### src/rtl/ncsr_pkg.sv
package ncsr_pkg;
  localparam int REG_AW = 2;
  localparam logic [REG_AW-1:0] A_STAT = 2'd0;
  localparam logic [REG_AW-1:0] A_PCTL = 2'd1;
  localparam logic [REG_AW-1:0] A_PLOW = 2'd2;

  // status bit positions
  localparam int B_RST   = 15;
  localparam int B_AIR   = 14;
  localparam int B_ATN   = 13;
  localparam int B_IEN   = 12;
  localparam int B_PIEN  = 11;
  localparam int B_PFLG  = 9;
  localparam int B_IFLG  = 8;
  localparam int B_EXP   = 5;
  localparam int B_BIG   = 4;
  // parity control bit positions
  localparam int B_ACK   = 8;
  localparam int B_SRC   = 7;
  localparam int B_HALF  = 6;

  typedef struct packed {
    logic       rst;
    logic       on_air;
    logic       atn;
    logic       ien;
    logic       pien;
    logic       exp_en;
    logic       big_ram;
    logic [3:0] hi_addr;
  } ctl_t;
endpackage

### src/rtl/ncsr_ctrl.sv
module ncsr_ctrl
  import ncsr_pkg::*;
(
  input  logic        clk_i,
  input  logic        rst_ni,
  input  logic        wr_i,
  input  logic [15:0] wdata_i,
  input  logic        ctl_int_i,
  output ctl_t        ctl_o,
  output logic        atn_pulse_o,
  output logic        int_flag_o
);
  ctl_t ctl_q;
  logic atn_q, iflag_q;
  logic unused_wbits;
  assign unused_wbits = ^{wdata_i[10:9], wdata_i[7:6]};

  always_ff @(posedge clk_i or negedge rst_ni) begin
    if (!rst_ni) begin
      ctl_q   <= '0;
      atn_q   <= 1'b0;
      iflag_q <= 1'b0;
    end else begin
      atn_q <= wr_i && wdata_i[B_ATN] && !ctl_q.atn;
      if (wr_i) begin
        ctl_q.rst     <= wdata_i[B_RST];
        ctl_q.on_air  <= wdata_i[B_AIR];
        ctl_q.atn     <= wdata_i[B_ATN];
        ctl_q.ien     <= wdata_i[B_IEN];
        ctl_q.pien    <= wdata_i[B_PIEN];
        ctl_q.exp_en  <= wdata_i[B_EXP];
        ctl_q.big_ram <= wdata_i[B_BIG];
        ctl_q.hi_addr <= wdata_i[3:0];
      end
      if (ctl_q.rst)                       iflag_q <= 1'b0;
      else if (ctl_int_i)                  iflag_q <= 1'b1;  // set wins over clear
      else if (wr_i && wdata_i[B_IFLG])    iflag_q <= 1'b0;
    end
  end

  assign ctl_o       = ctl_q;
  assign atn_pulse_o = atn_q;
  assign int_flag_o  = iflag_q;

  AST_ATN_SINGLE: assert property (@(posedge clk_i) disable iff (!rst_ni)
    atn_q |=> !atn_q);
  AST_RST_HOLDS_IFLAG: assert property (@(posedge clk_i) disable iff (!rst_ni)
    ctl_q.rst |=> !iflag_q);
  AST_IFLAG_STICKY: assert property (@(posedge clk_i) disable iff (!rst_ni)
    (iflag_q && !ctl_q.rst && !(wr_i && wdata_i[B_IFLG])) |=> iflag_q);
endmodule

### src/rtl/ncsr_perr.sv
module ncsr_perr #(
  parameter int PADDR_W = 20
) (
  input  logic               clk_i,
  input  logic               rst_ni,
  input  logic               hold_i,
  input  logic               ack_i,
  input  logic               strobe_i,
  input  logic [PADDR_W-1:0] addr_i,
  input  logic               src_i,
  input  logic               half_i,
  output logic               flag_o,
  output logic [PADDR_W-1:0] addr_o,
  output logic               src_o,
  output logic               half_o
);
  logic               flag_q, src_q, half_q;
  logic [PADDR_W-1:0] addr_q;
  logic               cap;

  assign cap = strobe_i && !flag_q && !hold_i && !ack_i;

  always_ff @(posedge clk_i or negedge rst_ni) begin
    if (!rst_ni) begin
      flag_q <= 1'b0;
      addr_q <= '0;
      src_q  <= 1'b0;
      half_q <= 1'b0;
    end else begin
      if (hold_i || ack_i) flag_q <= 1'b0;
      else if (cap)        flag_q <= 1'b1;
      if (cap) begin
        addr_q <= addr_i;
        src_q  <= src_i;
        half_q <= half_i;
      end
    end
  end

  assign flag_o = flag_q;
  assign addr_o = addr_q;
  assign src_o  = src_q;
  assign half_o = half_q;

  AST_PERR_FROZEN: assert property (@(posedge clk_i) disable iff (!rst_ni)
    flag_q |=> $stable(addr_q) && $stable(src_q) && $stable(half_q));
  AST_ACK_CLEARS: assert property (@(posedge clk_i) disable iff (!rst_ni)
    ack_i |=> !flag_q);
  AST_HOLD_CLEARS: assert property (@(posedge clk_i) disable iff (!rst_ni)
    hold_i |=> !flag_q && $stable(addr_q));
endmodule

### src/rtl/ncsr_top.sv
module ncsr_top
  import ncsr_pkg::*;
#(
  parameter int PADDR_W = 20
) (
  input  logic              clk_i,
  input  logic              rst_ni,
  input  logic [REG_AW-1:0] reg_addr_i,
  input  logic              reg_we_i,
  input  logic [15:0]       reg_wdata_i,
  output logic [15:0]       reg_rdata_o,
  input  logic              ctl_int_i,
  input  logic              perr_i,
  input  logic [PADDR_W-1:0] perr_addr_i,
  input  logic              perr_src_i,
  input  logic              perr_half_i,
  output logic              ctl_reset_o,
  output logic              on_air_o,
  output logic              atn_o,
  output logic              irq_o
);
  localparam int HI_W = PADDR_W - 16;

  ctl_t               ctl;
  logic               iflag, pflag, psrc, phalf;
  logic [PADDR_W-1:0] paddr;
  logic               wr_stat, ack;

  assign wr_stat = reg_we_i && (reg_addr_i == A_STAT);
  assign ack     = reg_we_i && (reg_addr_i == A_PCTL) && reg_wdata_i[B_ACK];

  ncsr_ctrl u_ctrl (
    .clk_i       (clk_i),
    .rst_ni      (rst_ni),
    .wr_i        (wr_stat),
    .wdata_i     (reg_wdata_i),
    .ctl_int_i   (ctl_int_i),
    .ctl_o       (ctl),
    .atn_pulse_o (atn_o),
    .int_flag_o  (iflag)
  );

  ncsr_perr #(.PADDR_W(PADDR_W)) u_perr (
    .clk_i    (clk_i),
    .rst_ni   (rst_ni),
    .hold_i   (ctl.rst),
    .ack_i    (ack),
    .strobe_i (perr_i),
    .addr_i   (perr_addr_i),
    .src_i    (perr_src_i),
    .half_i   (perr_half_i),
    .flag_o   (pflag),
    .addr_o   (paddr),
    .src_o    (psrc),
    .half_o   (phalf)
  );

  assign ctl_reset_o = ctl.rst;
  assign on_air_o    = ctl.on_air;
  assign irq_o       = (iflag && ctl.ien) || (pflag && ctl.pien);

  always_comb begin
    reg_rdata_o = '0;
    case (reg_addr_i)
      A_STAT: begin
        reg_rdata_o[B_RST]  = ctl.rst;
        reg_rdata_o[B_AIR]  = ctl.on_air;
        reg_rdata_o[B_ATN]  = ctl.atn;
        reg_rdata_o[B_IEN]  = ctl.ien;
        reg_rdata_o[B_PIEN] = ctl.pien;
        reg_rdata_o[B_PFLG] = pflag;
        reg_rdata_o[B_IFLG] = iflag;
        reg_rdata_o[B_EXP]  = ctl.exp_en;
        reg_rdata_o[B_BIG]  = ctl.big_ram;
        reg_rdata_o[3:0]    = ctl.hi_addr;
      end
      A_PCTL: begin
        reg_rdata_o[B_SRC]    = psrc;
        reg_rdata_o[B_HALF]   = phalf;
        reg_rdata_o[HI_W-1:0] = paddr[PADDR_W-1:16];
      end
      A_PLOW:  reg_rdata_o = paddr[15:0];
      default: reg_rdata_o = '0;
    endcase
  end

  AST_IRQ_HAS_SOURCE: assert property (@(posedge clk_i) disable iff (!rst_ni)
    irq_o |-> (iflag || pflag));
  AST_RST_OUT_HOLDS: assert property (@(posedge clk_i) disable iff (!rst_ni)
    (ctl_reset_o && !wr_stat) |=> ctl_reset_o);
endmodule

### config.mk
export PLATFORM = sky130hd
export DESIGN_NAME = ncsr_top
export DESIGN_NICKNAME = d
export VERILOG_FILES = /design/src/rtl/ncsr_pkg.sv /design/src/rtl/ncsr_ctrl.sv /design/src/rtl/ncsr_perr.sv /design/src/rtl/ncsr_top.sv
export SDC_FILE = /design/constraint.sdc
export NUM_CORES = 1
export LEC_CHECK = 0
export ABC_AREA = 1
export BUFFER_PORTS_ARGS = -buffer_cell sky130_fd_sc_hd__buf_2
export CORE_MARGIN = 2
export CORE_UTILIZATION = 44
export DETAILED_ROUTE_END_ITERATION = 16
export GPL_TIMING_DRIVEN = 0
export PLACE_DENSITY = 0.75
export SLEW_MARGIN = 5
export SYNTH_ARGS = -nofsm -noshare
export SYNTH_HDL_FRONTEND = slang
export SYNTH_HIERARCHICAL = 1
export SYNTH_SLANG_ARGS = --single-unit
### constraint.sdc
create_clock -name clk_i -period 1.01 [get_ports clk_i]
set_input_delay 0 -clock clk_i [delete_from_list [all_inputs] [get_ports clk_i]]
set_output_delay 0 -clock clk_i [all_outputs]
set_load 0.02 [all_outputs]
; Word-level counts from Yosys, hierarchy flattened
; Index checks and enable logic that the tools add are counted.
[classes]
addsub = 0
mul = 0
div = 0
n_lt_le_gt_ge = 0
n_eq_ne = 2
shift = 0
mux = 11
bitwise = 0
reduce_logical = 20
[op_table]
columns = cell, n
row1 = one-hot mux 2 bit (2 select lines), 3
row2 = one-hot mux 4 bit (3 select lines), 1
row3 = logical AND 1 bit, 11
row4 = one-hot mux 5 bit (2 select lines), 1
row5 = two-way mux 1 bit, 6
row6 = logical NOT 1 bit, 4
row7 = nonzero test 3 bit, 1
row8 = "equality test 2 x 1 -> 1 bit, second input constant", 1
row9 = "equality test 2 bit, second input constant", 1
row10 = logical NOT 2 bit, 1
row11 = logical OR 1 bit, 2
row12 = nonzero test 2 bit, 1
[word_totals]
ff_bits = 36
latchBits = 0
ramBits = 0
rom_bits = 0
in_bits = 45
out_inout_bits = 20
mem_count = 0

; Longest topological paths before layout
[depth]
depth_word = 7
mapped_depth = 9

; Hierarchy
; Netlist, hierarchy kept.
[by_module_without_submodules]
columns = mod, n_inst, cells_each, area_each_um2
row1 = ncsr_perr, 1, 100, 925.9
row2 = ncsr_ctrl, 1, 55, 504.2
row3 = ncsr_top, 1, 76, 364.1

; Worst setup path after synthesis
; No wires, ideal clock.
[synth_timing]
path_kind = register to register
startpoint = register u_ctrl.ctl_q (netlist bit u_ctrl/ctl_o[10])
endpoint = register u_perr.addr_q[12], in the netlist u_perr/addr_o[12]
setup_ns = 0.117
arrival_time_ns = 1.009
required_ns = 0.893
setup_slack_ns = -0.116
stages_incl_launch_ff = 6
path_buffers = 1
period_less_slack_ns = 1.126
path_cell_list = dfrtp_1 > nor2_2 > nand2_2 > buf_6 > nand2_1 > nand2_1
[synth_between]
elab_chain_cells = 3
[synth_lines]
columns = item, line_no
row1 = "start, declared", ncsr_ctrl.sv:13  ; ctl_t ctl_q;
row2 = logical NOT 1 bit, ncsr_perr.sv:21  ; assign cap = strobe_i && !flag_q && !hold_i && !ack_i;
row3 = logical AND 1 bit (2 in series), ncsr_perr.sv:21
row4 = "end signal, assigned", ncsr_perr.sv:33  ; addr_q <= addr_i;
row5 = "end, declared", ncsr_perr.sv:18  ; logic [PADDR_W-1:0] addr_q;
; Every way passes these cells.
; A chain may end at the register's enable or synchronous reset.

; Final worst setup path
[layout_timing]
startpoint = register u_ctrl.ctl_q (netlist bit u_ctrl/ctl_o[10])
endpoint = register u_perr.half_q, in the netlist u_perr/half_o
[layout_between]
elab_chain_cells = 3
[layout_lines]
columns = item, line_no
row1 = logical NOT 1 bit, ncsr_perr.sv:21
row2 = logical AND 1 bit (2 in series), ncsr_perr.sv:21
row3 = "end signal, assigned", ncsr_perr.sv:35  ; half_q <= half_i;
row4 = "end, declared", ncsr_perr.sv:17  ; logic flag_q, src_q, half_q;
; Every way passes these cells.

==> impl_results.md <==
* Routed wire per std cell at 15.7 um
* Post-route cell area at 3050 um^2
* Top cells by area, synth: dfrtp_1, nand2_1, nand3_1
* Placed instance count at 341
* Relative slew slack at 66.6%
* Final hold viol count at 0
* Die height at 67.9 um
* Top-area cell type share of the netlist area at 50.2%
* Area grow syn2layout at 69.9%
* Routability congestion estimate at 0.783
* WL final at 6500 um
* Final setup margin at -0.210 ns
* VDD IR max at 0.00118 V
* Global-route wire length before repair at 8140 um
* Antenna Nets Post-Route at 0
* Met1 global-route usage at 29.2%
* Site Rows at 23
* CP required at 1.20 ns
* Pre-antenna DRT Iters at 5
* Highest-count cells in the layout ignoring fill and taps: nand2_1, buf_2, dlygate4sd3_1, dfrtp_1, buf_4
* Post-synthesis cell type count at 18
* Starting DRC count in detailed routing at 265
* Initial core utilization at 45.2%
* H-tree depth at 2
* Via count of the first global-routing pass at 1,835
* Syn Inst Count at 231
* CTS tree: yes
* Critical-path cell list: nor2_4 -> nand2_4 -> buf_4 -> nand2_1 -> nand2_1
* Cell Count, Final, Fillers Out at 413
* DPL Wire Length at 3190 um
* Total number of vias at 2,144
* Clock tree sinks at 36
* Crit path time final at 1.22 ns
* Met3 Use GR at 4.93%
* Flops & latches, synth at 36
* CP max stage cell: dfrtp_2
* Gr ovfl total at 0
* Setup Skew at 0.00369 ns
* Setup violators final at 38
* Failing checks: negative setup slack
* Clock slew at reported path FFs at 0.07 ns
* Worst-margin pin slew at 0.501 ns
* Largest net degree at the start of global routing at 37
* Core footprint at 3970 um^2
* Fin. max-slew vios at 0
* NumNets Final at 411
* Critical Path AT at 1.41 ns
* Hold WC Path Type: primary input to register
* Mean Syn Cell Area at 7.77 um^2
* Power Dens Cells at 1710 nW/um^2
* Seq pwr share at 40.9%
* Switching Power at 0.00182 W
* Worst Setup End Kind: register
* RSZ-0062 raised after global routing: yes
* IO buf count at 60
* Part of the Yosys area used for sequential elements at 50.2%
* GR peak layer: met2
* Post-synth top area cell: dfrtp_1
* CTS Root Cell: clkbuf_8
* Maximum clock path buffer count at 2
* Ports at 65
* Area after DPL at 2160 um^2
* Later-pin clock latency in the skew report at 0.30 ns
* Syn nets at 281
* LEAKAGE at 1.64 nW
* Int Power at 0.00340 W
* Residual DRC count at 0
* WS Path Type: register to register
* Status: finished with violations
* Sw Ratio at 34.9%
* Die area at 4600 um^2
* Slowest Stage Delay on Critical Path at 0.46 ns
* Gate power share at 38.2%
* Most common cell after layout, fill and taps aside: nand2_1
* Yosys warns at 6
* Ratio of cells with drive above 1 in the final layout at 37.3%
* Initial antenna violation count at 1
* Period Utilization, post-route at 121%
* Fmax at 819 MHz
* Most frequent cell on the critical path: nand2_1
* Inserted Clock Buffers at 5
* Vias/cell at 5.19
* Die X at 67.9 um
* Clk pwr share at 20.9%
* Worst Setup Start Kind: register
* Met2 Use GR at 41.4%
* CP Max Fanout at 5
* Total GRT Usage at 24.1%
* Synthesized area at 1790 um^2
* Max_cap viols at 0
==> synthesized netlist by cell type, drive strengths merged <==
master	number
and3	1
dfrtp	36
nand3	27
nor3	1
ha	5
o21ai	6
nor2	4
o22ai	5
nand2	114
buf	10
o21a	1
inv	19
a21oi	2
==> metal layers <==
layer / routed length [um] / vias to the layer above
met5: 0 / -
met4: 276 / 0
met3: 446 / 39
met2: 3440 / 142
met1: 2330 / 983
li1: - / 980
==> kinds of logic after synthesis <==
| logic type | count (synthesis) | synth area share [%] |
|---|---|---|
| simple gates | 147 | 33.5 |
| buf+inv | 29 | 8.37 |
| compound gates | 14 | 4.39 |
| fa+ha+maj | 5 | 3.49 |
| flops | 36 | 50.2 |
==> what timing repair did <==
action                                  in CTS  in global routing
hold buffers                                37                  0
endpoints found under the hold margin       71                  0
buffers inserted                            10                 15
pin swaps                                   13                 14
endpoints found under the setup margin      36                 40
resized for setup                           42                 34
cloned                                       0                  1
==> power groups by stage <==
| stage | sequential (W) | combinational [W] | clock [W] |
|---|---|---|---|
| after global routing | 0.00216 | 0.00216 | 0.00113 |
| after detailed placement | 0.00211 | 0.00113 | 0 |
| after floorplan | 0.00205 | 0.000761 | 0 |
| after global placement | 0.00210 | 0.00110 | 0 |
| final | 0.00213 | 0.00199 | 0.00109 |
| after CTS | 0.00208 | 0.00156 | 0.00106 |
==> final timing paths <==
check / from / endpoint / slack [ns] / cells after the start
max in group asynchronous: rst_ni / u_ctrl/ctl_o[10] / 0.40 / 2
min in group asynchronous: rst_ni / u_ctrl/ctl_o[4] / 0.25 / 2
hold reg to reg: u_ctrl/ctl_o[8] / u_ctrl/atn_pulse_o / 0.48 / 1
setup reg to reg: u_ctrl/ctl_o[10] / u_perr/half_o / -0.21 / 5
setup / recovery: u_ctrl/ctl_o[10] / u_perr/half_o / -0.21 / 5
hold / removal: perr_i / u_perr/addr_o[10] / 0.10 / 5
==> through the flow <==
stage               utilization (%)  setup WS, ns  power (W)  hold WS, ns  TNS (ns)
finish                         76.8        -0.210    0.00522        0.101     -5.20
global route                   76.8        -0.226    0.00545        0.132     -6.27
floorplan                         -       -0.0335    0.00281       -0.296    -0.671
global placement               54.5        -0.345    0.00320        0.121    -10.44
detailed placement             54.5        -0.351    0.00324        0.126    -11.03
CTS                            71.0        -0.118    0.00469       0.0611     -2.58
==> sequential cells by signal, indices dropped and copies added (netlist names) <==
register and count:
u_ctrl/ctl_o 11, u_perr/addr_o 20, u_ctrl/int_flag_o 1, u_perr/half_o 1
u_perr/src_o 1, u_ctrl/atn_pulse_o 1, u_perr/flag_o 1
==> final cells by class <==
class / count / area (um^2)
fill: 254 / 922
tap: 50 / 62.6
clock buffer: 8 / 90.1
multi-input combinational: 166 / 867
sequential: 36 / 902
antenna: 1 / 2.50
timing repair buffer: 123 / 953
inverter: 19 / 73.8
buffer: 10 / 97.6
==> critical path: cells and delay by family, from the launching register on <==
family | cells | cell delay [ns]
buffers and inverters | 1 | 0.17
DFF | 1 | 0.46
and+or+nand+nor | 4 | 0.49
Power figures use the tool's default switching activity.
